<file path="config.mk">
export PLATFORM = sky130hd
export DESIGN_NAME = axi_flush_engine
export DESIGN_NICKNAME = d
export VERILOG_FILES = /design/src/rtl/flush_pkg.sv /design/src/rtl/beat_tally.sv /design/src/rtl/wr_burst_queue.sv /design/src/rtl/axi_flush_engine.sv
export SDC_FILE = /design/constraint.sdc
export NUM_CORES = 1
export LEC_CHECK = 0
export BUFFER_PORTS_ARGS = -buffer_cell sky130_fd_sc_hd__buf_4
export CAP_MARGIN = 20
export CELL_PAD_IN_SITES_DETAIL_PLACEMENT = 1
export CELL_PAD_IN_SITES_GLOBAL_PLACEMENT = 2
export CORE_UTILIZATION = 25
export CTS_BUF_LIST = sky130_fd_sc_hd__clkbuf_4 sky130_fd_sc_hd__clkbuf_8
export DETAILED_ROUTE_END_ITERATION = 10
export PLACE_DENSITY_LB_ADDON = 0.25
export SETUP_SLACK_MARGIN = 0.05
export SYNTH_ARGS = -nofsm -noshare
export SYNTH_HDL_FRONTEND = slang
export SYNTH_HIERARCHICAL = 1
export SYNTH_SLANG_ARGS = --single-unit
</file>
<file path="constraint.sdc">
create_clock -name clk -period 4 [get_ports clk]
set_input_delay 0.6 -clock clk [delete_from_list [all_inputs] [get_ports clk]]
set_output_delay 0.6 -clock clk [all_outputs]
set_load 0.005 [all_outputs]
</file>
<file path="src/rtl/flush_pkg.sv">
package flush_pkg;
  localparam int BURST_LEN_W = 4;
  typedef logic [BURST_LEN_W-1:0] blen_t;
  typedef enum logic {FE_WATCH, FE_FLUSH} fe_mode_t;
endpackage

</file>
<file path="src/rtl/beat_tally.sv">
module beat_tally
  import flush_pkg::*;
#(
  parameter int CNT_W = 10
) (
  input  logic             clk,
  input  logic             rst,
  input  logic             add_en,
  input  blen_t            add_len,
  input  logic             sub_en,
  output logic [CNT_W-1:0] count
);
  localparam logic [CNT_W-1:0] ONE = CNT_W'(1);

  // never cleared by rst: beats in flight must still be drained
  logic [CNT_W-1:0] cnt_q = '0;
  logic [CNT_W-1:0] add_v;

  always_comb add_v = add_en ? (CNT_W'(add_len) + ONE) : '0;

  always_ff @(posedge clk) begin
    cnt_q <= cnt_q + add_v - (sub_en ? ONE : '0);
  end

  assign count = cnt_q;

  // a beat may only leave when one is owed
  p_no_underflow_r2: assert property (@(posedge clk) disable iff (rst)
    sub_en |-> (cnt_q != '0 || add_en));
endmodule

</file>
<file path="src/rtl/wr_burst_queue.sv">
module wr_burst_queue
  import flush_pkg::*;
#(
  parameter int ID_W  = 6,
  parameter int DEPTH = 32
) (
  input  logic            clk,
  input  logic            rst,
  input  logic            push,
  input  logic [ID_W-1:0] push_id,
  input  blen_t           push_len,
  input  logic            beat,
  output logic [ID_W-1:0] head_id,
  output logic            head_last,
  output logic            empty
);
  localparam int AW = $clog2(DEPTH);

  logic [ID_W-1:0] id_mem  [DEPTH];
  blen_t           len_mem [DEPTH];
  logic [AW:0]     wp_q = '0;
  logic [AW:0]     rp_q = '0;
  blen_t           beat_q = '0;
  logic            full, pop;

  assign empty     = (wp_q == rp_q);
  assign full      = (wp_q[AW-1:0] == rp_q[AW-1:0]) && (wp_q[AW] != rp_q[AW]);
  assign head_id   = id_mem[rp_q[AW-1:0]];
  assign head_last = (beat_q == len_mem[rp_q[AW-1:0]]);
  assign pop       = beat && head_last && !empty;

  always_ff @(posedge clk) begin
    if (push) begin
      id_mem[wp_q[AW-1:0]]  <= push_id;
      len_mem[wp_q[AW-1:0]] <= push_len;
      wp_q <= wp_q + 1'b1;
    end
    if (pop) rp_q <= rp_q + 1'b1;
    if (beat) beat_q <= pop ? '0 : beat_q + 1'b1;
  end

  p_no_overflow_r8: assert property (@(posedge clk) disable iff (rst)
    push |-> (!full || pop));
  p_beat_has_burst_r8: assert property (@(posedge clk) disable iff (rst)
    beat |-> !empty);
endmodule

</file>
<file path="src/rtl/axi_flush_engine.sv">
module axi_flush_engine
  import flush_pkg::*;
#(
  parameter int ID_W   = 6,
  parameter int CNT_W  = 10,
  parameter int QDEPTH = 32,
  parameter int LVL_W  = 8
) (
  input  logic             clk,
  input  logic             rst,
  input  logic             abort_req,
  input  logic             ar_valid,
  input  logic             ar_ready,
  input  logic [3:0]       ar_len,
  input  logic             r_valid,
  input  logic             r_ready,
  input  logic             aw_valid,
  input  logic             aw_ready,
  input  logic [ID_W-1:0]  aw_id,
  input  logic [3:0]       aw_len,
  input  logic             w_valid,
  input  logic             w_ready,
  input  logic [LVL_W-1:0] rd_fill,
  input  logic [LVL_W-1:0] wr_fill,
  output logic             busy,
  output logic             done,
  output logic             dirty,
  output logic             mismatch,
  output logic             flush_r_ready,
  output logic             flush_w_valid,
  output logic [ID_W-1:0]  flush_w_id,
  output logic             flush_w_last
);
  localparam int NCH = 2; // 0: read side, 1: write side

  logic [NCH-1:0]   t_add, t_sub, t_live;
  blen_t            t_len [NCH];
  logic [CNT_W-1:0] t_cnt [NCH];

  assign t_add[0] = ar_valid && ar_ready;
  assign t_len[0] = ar_len;
  assign t_sub[0] = r_valid && r_ready;
  assign t_add[1] = aw_valid && aw_ready;
  assign t_len[1] = aw_len;
  assign t_sub[1] = w_valid && w_ready;

  for (genvar g = 0; g < NCH; g++) begin : g_tally
    beat_tally #(.CNT_W(CNT_W)) u_tally (
      .clk     (clk),
      .rst     (rst),
      .add_en  (t_add[g]),
      .add_len (t_len[g]),
      .sub_en  (t_sub[g]),
      .count   (t_cnt[g])
    );
    assign t_live[g] = (t_cnt[g] != '0);
  end

  logic [ID_W-1:0] q_head_id;
  logic            q_head_last, q_empty;

  wr_burst_queue #(.ID_W(ID_W), .DEPTH(QDEPTH)) u_queue (
    .clk       (clk),
    .rst       (rst),
    .push      (t_add[1]),
    .push_id   (aw_id),
    .push_len  (aw_len),
    .beat      (t_sub[1]),
    .head_id   (q_head_id),
    .head_last (q_head_last),
    .empty     (q_empty)
  );

  fe_mode_t mode_q;
  logic     done_q, mism_q, fill_disagree;

  assign dirty = |t_live;
  assign fill_disagree = (t_live[0] && rd_fill == '0) || (t_live[1] && wr_fill == '0);

  always_ff @(posedge clk) begin
    if (rst) begin
      mode_q <= FE_WATCH;
      done_q <= 1'b0;
      mism_q <= 1'b0;
    end else begin
      done_q <= 1'b0;
      case (mode_q)
        FE_WATCH: if (abort_req) begin
          mode_q <= FE_FLUSH;
          if (fill_disagree) mism_q <= 1'b1;
        end
        FE_FLUSH: if (!dirty) begin
          mode_q <= FE_WATCH;
          done_q <= 1'b1;
        end
        default: mode_q <= FE_WATCH;
      endcase
    end
  end

  assign busy          = (mode_q == FE_FLUSH);
  assign done          = done_q;
  assign mismatch      = mism_q;
  assign flush_r_ready = busy;
  assign flush_w_valid = busy && !q_empty;
  assign flush_w_id    = flush_w_valid ? q_head_id : '0;
  assign flush_w_last  = flush_w_valid && q_head_last;

  p_done_pulse_r6: assert property (@(posedge clk) disable iff (rst)
    done |=> !done);
  p_done_clean_r6: assert property (@(posedge clk) disable iff (rst)
    done |-> (!busy && !dirty));
  p_quiet_r10: assert property (@(posedge clk) disable iff (rst)
    !busy |-> (!flush_r_ready && !flush_w_valid && !flush_w_last && flush_w_id == '0));
  p_hold_valid_r9: assert property (@(posedge clk) disable iff (rst)
    (flush_w_valid && !w_ready) |=> (flush_w_valid && $stable(flush_w_id)));
  p_mismatch_sticky_r5: assert property (@(posedge clk) disable iff (rst)
    mismatch |=> mismatch);
  p_queue_tracks_r8: assert property (@(posedge clk) disable iff (rst)
    q_empty |-> !t_live[1]);
endmodule

</file>
### Word level (Yosys, flattened, before mapping)

Memories as Yosys holds them, arrays and structs flattened. A register that Yosys moved wholly into a read port is not among the register bits.
Cells that the tools add are included.

| operators by class | value |
|---|---|
| multiplexer cells | 13 |
| reduce and logical (&&, ||, !) cells | 19 |
| equal/unequal tests | 2 |
| bitwise operators | 1 |
| add/subtract/negate cells | 9 |

Operators with widths:

| operator | number |
|---|---|
| $add 10x10->10 | 2 |
| $mux 10 | 2 |
| $reduce_bool 10->1 | 2 |
| $sub 10x10->10 | 2 |
| $logic_not 8->1 | 2 |
| $add 6x1->6 const B | 2 |
| $add 4x1->5 const B | 2 |
| $logic_and 1x1->1 | 10 |
| $mux 5 | 2 |
| $mux 1 | 7 |
| $eq 6x6->1 | 1 |
| $mux 6 | 1 |
| $add 4x1->4 const B | 1 |
| $eq 4x4->1 | 1 |
| $reduce_or 2->1 | 2 |
| $reduce_and 3->1 | 1 |
| $pmux 1 s2 | 1 |
| $logic_not 1->1 | 1 |
| $logic_or 1x1->1 | 1 |
| $not 1->1 | 1 |

| storage, ports and cells | value |
|---|---|
| register bits after elaboration | 39 |
| memories kept | 2 |
| word-level logic and storage cells | 54 |
| output and inout bits | 13 |
| bits in writable memories | 320 |
| bits of input ports | 41 |

Memories:

| memory | depth | bits a word | read ports | clocked after memory_dff | write ports | line | RTL |
|---|---|---|---|---|---|---|---|
| u_queue.id_mem | 32 | 6 | 1 | 1 | 1 | wr_burst_queue.sv:19 | `logic [ID_W-1:0] id_mem [DEPTH];` |
| u_queue.len_mem | 32 | 4 | 1 | 1 | 1 | wr_burst_queue.sv:20 | `blen_t len_mem [DEPTH];` |

### Depth between registers and ports, before layout

Gate-level depths: netlist (run 1).

| depth | value |
|---|---|
| word-level depth | 4 |
| gate-level depth with buffers | 12 |
| mapped depth without buffers | 10 |

### Modules after synthesis

The synthesis (run 1) kept the hierarchy.

Modules (own cells, without submodules):

| module | times used | seq. area each (um^2) | cells an instance | area each (um^2) |
|---|---|---|---|---|
| wr_burst_queue | 1 | 10189.8 | 670 | 13590.5 |
| beat_tally | 2 | 200.2 | 93 | 812.0 |
| axi_flush_engine | 1 | 60.1 | 38 | 275.3 |

### Worst setup path after synthesis (run 1)

No wires, ideal clock.

| path | value |
|---|---|
| path kind | register -> output |
| start point | register (tool-made name) |
| end point | output port flush_w_id[0] |
| data arrival time | 2.522 ns |
| path buffers | 5 |
| cell stages (with the launch flop) | 10 |
| setup slack | 0.878 ns |
| required time | 3.400 ns |
| cell sequence | dfxtp_1 buf_6 buf_12 buf_4 buf_2 buf_1 mux4_2 mux4_2 mux2_2 and2_1 |

RTL lines:

| what | line | RTL |
|---|---|---|
| end: declaration | axi_flush_engine.sv:31 | `output logic [ID_W-1:0] flush_w_id,` |

==> metrics.md, run 1 <==
| Metric | Value |
|---|---|
| CTS tree | done |
| H-tree depth | 2 |
| Internal power | 6.837 mW |
| CP Class | register to output port |
| Wire per inst | 21.08 µm |
| Tmin final | 3.738 ns |
| Share of layout cells above drive strength 1 | 28.60% |
| Library cells used by synthesis | 56 |
| Async SR Flop Fraction | 0% |
| Placed cell count | 1735 |
| Die H | 250.9 µm |
| Register bit total from synthesis | 364 |
| Clock slew seen by the registers of the worst setup and hold paths | 0.06 ns |
| Pins Over Slew Limit | 0 |
| GPL Wtd Cong | 0.7054 |
| Synth Area per Inst | 17.33 µm² |
| DR vias | 8237 |
| Root Buffer | clkbuf_8 |
| Layout area overhead | 18.16% |
| Die area | 62960 µm² |
| Max VDD drop | 0.0002260 V |
| Crit path arrival time | 3.14 ns |
| CORE AREA | 60810 µm² |
| Commonest cells after routing, fill and taps aside | 336 x edfxtp_1, 93 x buf_4, 64 x mux4_2 |
| Largest family of logic cells by synthesized area | multiplexers |
| Post-synth EDFFs | 336 |
| Port bufs | 53 |
| Clock latency on the worst-skew pair | 0.66 ns |
| Syn Nets | 973 |
| DR vias/cell | 4.445 |
| Largest net degree at the start of global routing | 36 |
| CP max FO | 17 |
| CTS sink cnt | 364 |
| Fmax | 0.2675 GHz |
| Dpl hpwl | 25.08 mm |
| Leading cell type in the layout, fill and taps excluded | edfxtp_1 |
| Fin cells | 1853 |
| Max-Cap Viols | 0 |
| Nets | 1101 |
| First-pass GRT wire length | 58.48 mm |
| Simple-Gate Fraction of Synth Area | 6.042% |
| Worst-margin pin slew | 0.9933 ns |
| Leak | 6.285 nW |
| Switching pwr | 2.528 mW |
| Synth Area in XOR/XNOR | 2.536% |
| Pwr dens | 511.7 nW/µm² |
| GRT Total Usage | 12.64% |
| Row cnt | 90 |
| Residual DRC | 0 |
| Post-synthesis compound-gate area fraction | 3.328% |
| RSZ-0062 raised after global routing | false |
| Worst slew margin | 33.71% |
| Initial Util | 25.47% |
| Seq/Total Area, Yosys | 68.76% |
| Placed Area | 17000 µm² |
| Status | completed |
| Synth Warn # | 6 |
| Switching share of power | 26.99% |
| CP Launch Type | register |
| Clk buf depth | 3 |
| Worst endpoint required time | 3.40 ns |
| Hold Crit Class | primary input to register |
| Final setup TNS | 0 ns |
| Mux cell area share after synthesis | 13.52% |
| Mapped Area | 15490 µm² |
| Io pins | 54 |
| Chip width | 250.9 µm |
| CTS buffer count | 61 |
| Clk pwr share | 35.1% |
| Capturing element type of the critical path | output port |
| Final Hold Fails | 0 |
| Post-route total power | 9.365 mW |
| Crit share post-route | 93.46% |
| Initial antenna violation count | 1 |
| Synth Area in Adders | 3.166% |
| Flop pwr share | 47.1% |
| Post-Synthesis Cells | 894 |
| Hold slack | 0.1319 ns |
| Total wire length | 39.07 mm |
| Vias in the first global route | 8980 |
| Initial DRC Count | 465 |
| Antenna Nets Post-Route | 0 |
| GRT overflow | 0 |
| Top_reg_cell synth | edfxtp_1 |
| Pre-Repair DR Iteration Count | 4 |
| Post-Route Skew | 0.02302 ns |
| # setup viols final | 0 |
| Combinational power share | 17.9% |
| Cell area after layout | 18300 µm² |
==> worst max-delay path, stage by stage (launching register included) <==
cell and delay [ns]:
dfxtp_4 0.45, buf_4 0.17, buf_12 0.19, mux4_2 0.55, mux4_2 0.52, mux2_2 0.32
and2_1 0.15, buf_4 0.13
==> final timing paths <==
kind / startpoint / endpoint / slack [ns] / cells after the start
worst max-delay path: register / flush_w_id[5] / 0.26 / 7
worst min-delay path: rst / done$_SDFF_PP0_ / 0.13 / 2
worst max register to register: register / u_queue/beat_q[2]$_SDFFCE_PP0P_ / 0.84 / 11
worst min register to register: mismatch$_SDFFE_PP0P_ / mismatch$_SDFFE_PP0P_ / 0.47 / 2
==> timing repair <==
item / 4_1_cts / 5_1_grt
cloned: 1 / 0
setup endpoints to repair: 2 / 1
resized for setup: 5 / 2
pin swaps: 1 / 1
hold buffers: 0 / 0
setup buffers: 3 / 2
==> per-stage QoR <==
stage                     util [%]  worst slack, ns
final                        30.10           0.2618
after global routing         30.10          0.08997
after CTS                    30.06          0.06077
after detailed placement     27.95           0.6574
after global placement       27.95           0.7305
after floorplan                  -           0.8784
==> cell usage after synthesis, types with 22 or more instances <==
| cell type | n | area share (%) |
|---|---|---|
| mux2i_1 | 57 | 3.7 |
| ha_1 | 36 | 2.9 |
| nand2_1 | 27 | 0.65 |
| edfxtp_1 | 336 | 65 |
| nor2_1 | 48 | 1.2 |
| a22oi_1 | 22 | 1.1 |
| mux4_2 | 64 | 9.3 |
| dfxtp_1 | 28 | 3.6 |
| nand3_1 | 25 | 0.81 |
| xnor2_1 | 26 | 1.5 |
| inv_1 | 44 | 1.1 |
==> kinds of logic after synthesis <==
| family | count (synthesis) |
|---|---|
| fa+ha+maj | 38 |
| mux | 128 |
| xor+xnor | 44 |
| flops | 364 |
| buf+inv | 79 |
| compound gates | 66 |
| simple gates | 175 |
==> flip-flops by register name (all words and copies together), names as in the netlist, named ones only <==
name / flops
u_queue/id_mem: 192
u_queue/len_mem: 128
g_tally.u_tally/count: 20
u_queue/rp_q: 6
u_queue/wp_q: 6
u_queue/beat_q: 4
busy: 1
done: 1
mismatch: 1
==> area by class of cell <==
| cell class | instances | area (µm²) |
|---|---|---|
| Antenna cell | 1 | 2.502 |
| Clock buffer | 81 | 1002 |
| Clock inverter | 30 | 201.4 |
| Fill cell | 6370 | 42510 |
| Inverter | 45 | 168.9 |
| Multi-Input combinational cell | 451 | 4471 |
| Sequential cell | 364 | 10660 |
| Tap cell | 782 | 978.4 |
| Timing Repair Buffer | 99 | 820.8 |
==> power by group through the flow <==
stage                     sequential (mW)  clock (mW)  combinational (mW)
after floorplan                      4.45           0                1.31
after global placement               4.49           0                1.67
after detailed placement             4.49           0                1.71
after CTS                            4.41        3.42                1.72
after global routing                 4.42        3.56                1.92
final                                4.41        3.29                1.67
==> per-layer routing <==
metal / part of all wire [%] / vias to the layer above / track usage [%]
met2: 50 / 134 / 21.59
met5: 0 / - / 0
li1: - / 3751 / -
met3: 3.5 / 68 / 2.257
met4: 2.5 / 0 / 4.094
met1: 44 / 4284 / 16.18
Note: power is estimated with default switching activity, not from simulation.
==> run 2: changes to the inputs <==
Settings changed: CORE_ASPECT_RATIO from default to 1.2.
==> metrics.md, run 2 (synthesis gave the netlist of run 1 again) <==
| Metric | Value |
|---|---|
| Chip width | 229.2 µm (was 250.9 µm) |
| Hold slack | 0.1750 ns (was 0.1319 ns) |
| Final Hold Fails | 0 (unchanged) |
| Pwr dens | 519.2 nW/µm² (was 511.7 nW/µm²) |
| Leading cell type in the layout, fill and taps excluded | edfxtp_1 (unchanged) |
| Wire per inst | 20.39 µm (was 21.08 µm) |
| Share of layout cells above drive strength 1 | 28.26% (was 28.60%) |
| CTS buffer count | 67 (was 61) |
| Dpl hpwl | 24.96 mm (was 25.08 mm) |
| Footprint of the multi-input gates | 4431 µm² (was 4471 µm²) |
| Vias in the first global route | 9056 (was 8980) |
| Die area | 62960 µm² (about the same) |
| Row cnt | 99 (was 90) |
| Clk buf depth | 3 (unchanged) |
| Final setup TNS | 0 ns (unchanged) |
| Worst slew margin | 41.44% (was 33.71%) |
| CP top delay family | simple AND/OR/NAND/NOR gates (was multiplexers) |
| CORE AREA | 61070 µm² (was 60810 µm²) |
| Pre-Repair DR Iteration Count | 4 (unchanged) |
| Nets | 1115 (was 1101) |
| GRT overflow | 0 (unchanged) |
| Max-Cap Viols | 0 (unchanged) |
| # setup viols final | 0 (unchanged) |
| CP Launch Type | register (unchanged) |
| Io pins | 54 (unchanged) |
| CP Class | register to output port (unchanged) |
| Crit path setup slack, layout | 0.2910 ns (was 0.2618 ns) |
| Tmin final | 3.709 ns (was 3.738 ns) |
| Placement Setup Slack | 0.6801 ns (was 0.6574 ns) |
| CTS tree | done (unchanged) |
| Placed Area | 17060 µm² (was 17000 µm²) |
| Initial Util | 25.37% (was 25.47%) |
| Pins Over Slew Limit | 0 (unchanged) |
| Total wire length | 38.71 mm (was 39.07 mm) |
| Initial antenna violation count | 0 (was 1) |
| Sequential cell area | 10660 µm² (unchanged) |
| Initial DRC Count | 383 (was 465) |
| DR vias/cell | 4.359 (was 4.445) |
| CTS sink cnt | 364 (unchanged) |
| Worst-margin pin slew | 0.8765 ns (was 0.9933 ns) |
| Status | completed (unchanged) |
| Finished Core Util | 30.20% (was 30.10%) |
| Residual DRC | 0 (unchanged) |
| Port bufs | 53 (unchanged) |
| Critical-path top delay cell | dfxtp_4 (was mux4_2) |
| Die H | 274.7 µm (was 250.9 µm) |
| Worst endpoint required time | 3.40 ns (about the same) |
| Largest net degree at the start of global routing | 36 (unchanged) |
| Fmax | 0.2696 GHz (was 0.2675 GHz) |
| Worst path max stage delay | 0.50 ns (was 0.55 ns) |
| Clock slew seen by the registers of the worst setup and hold paths | 0.05 ns (was 0.06 ns) |
| DR vias | 8274 (was 8237) |
| GRT Total Usage | 12.61% (was 12.64%) |
| # fillers | 6400 (was 6370) |
| Max reg flops | 192 (unchanged) |
| Post-Route Skew | 0.03632 ns (was 0.02302 ns) |
| Layout area overhead | 19.05% (was 18.16%) |
| Hold Crit Class | primary input to register (unchanged) |
| Crit path arrival time | 3.11 ns (was 3.14 ns) |
| Crit share post-route | 92.72% (was 93.46%) |
| Antenna Nets Post-Route | 0 (unchanged) |
| Cell area after layout | 18440 µm² (was 18300 µm²) |
| Clock latency on the worst-skew pair | 0.64 ns (was 0.66 ns) |
| CP max FO | 24 (was 17) |
| Max VDD drop | 0.0003171 V (was 0.0002260 V) |
| Commonest cells after routing, fill and taps aside | 336 x edfxtp_1, 102 x buf_4, 70 x clkbuf_8 (was 336 x edfxtp_1, 93 x buf_4, 64 x mux4_2) |
| H-tree depth | 3 (was 2) |
| GPL Wtd Cong | 0.7548 (was 0.7054) |
| Antenna diode count | 0 (was 1) |
| Capturing element type of the critical path | output port (unchanged) |
| Root Buffer | clkbuf_8 (unchanged) |
| Critical path, cell by cell | buf_12, mux2i_1, a22oi_1, a21oi_1, nor4_2, xor2_1, nor4_4, and2_1, buf_4 (was buf_4, buf_12, mux4_2, mux4_2, mux2_2, and2_1, buf_4) |
| RSZ-0062 raised after global routing | false (unchanged) |
| CP Buf/Inv Count | 2 (was 3) |
| First-pass GRT wire length | 57.94 mm (was 58.48 mm) |
| Leak | 6.366 nW (was 6.285 nW) |
run 2: cell count changes in the layout (fill, tap and decap cells not counted), sizes merged:
cell      before  now
bufinv         2    1
diode          1    0
clkbuf        81   91
bufbuf         1    0
buf           98  107
inv           47   48
clkinvlp       1    3
run 2: final cells by class:
cell class | instances | share of cell area [%]
Sequential cell | 364 | 57.79
Multi-Input combinational cell | 451 | 24.02
Clock buffer | 91 | 6.079
Tap cell | 808 | 5.482
Timing Repair Buffer | 107 | 4.641
Clock inverter | 32 | 1.065
Inverter | 45 | 0.9159
run 2: worst reg2reg max path, stage by stage (launching register included):
cell and delay [ns]:
dfxtp_4 0.50, buf_12 0.25, mux2i_1 0.33, a22oi_1 0.10
a21oi_1 0.32, nor4_2 0.10, xor2_1 0.17, nor4_4 0.40
and3_1 0.44, buf_4 0.20, nor2_1 0.05
run 2: per-layer routing:
layer  global-route usage (%)  vias to the layer above  wire length [µm]
met5                        0                        -                 0
met4                    4.333                        0               853
met3                    2.944                       61              1717
met2                    21.44                      187             19260
met1                    15.71                     4242             16870
li1                         -                     3784                 -
run 2: final timing paths:
check                           slack (ns)                         endpoint             startpoint  cells after the start
worst min-delay path                  0.17                  busy$_SDFF_PP0_                    rst                      2
worst max-delay path                  0.29                     flush_w_last               register                      9
worst max register to register        0.88  u_queue/beat_q[2]$_SDFFCE_PP0P_               register                     10
worst min register to register        0.48            mismatch$_SDFFE_PP0P_  mismatch$_SDFFE_PP0P_                      2
run 2: per-stage QoR:
stage,total power [mW],cells
2_1_floorplan,5.762,894
3_3_place_gp,6.177,1769
3_5_place_dp,6.198,1769
4_1_cts,9.770,1892
5_1_grt,10.14,1898
6_report,9.574,1898
run 2: what timing repair did:
item                                    CTS  global route
endpoints found under the setup margin    1             1
resized for setup                         2             2
hold buffers                              0             0
setup buffers                             0             6
pin swaps                                 0             1
run 2: power breakdown:
| part | switching [mW] | internal (mW) |
|---|---|---|
| sequential | 0.0935 | 4.31 |
| combinational | 0.909 | 0.758 |
| clock | 1.60 | 1.90 |
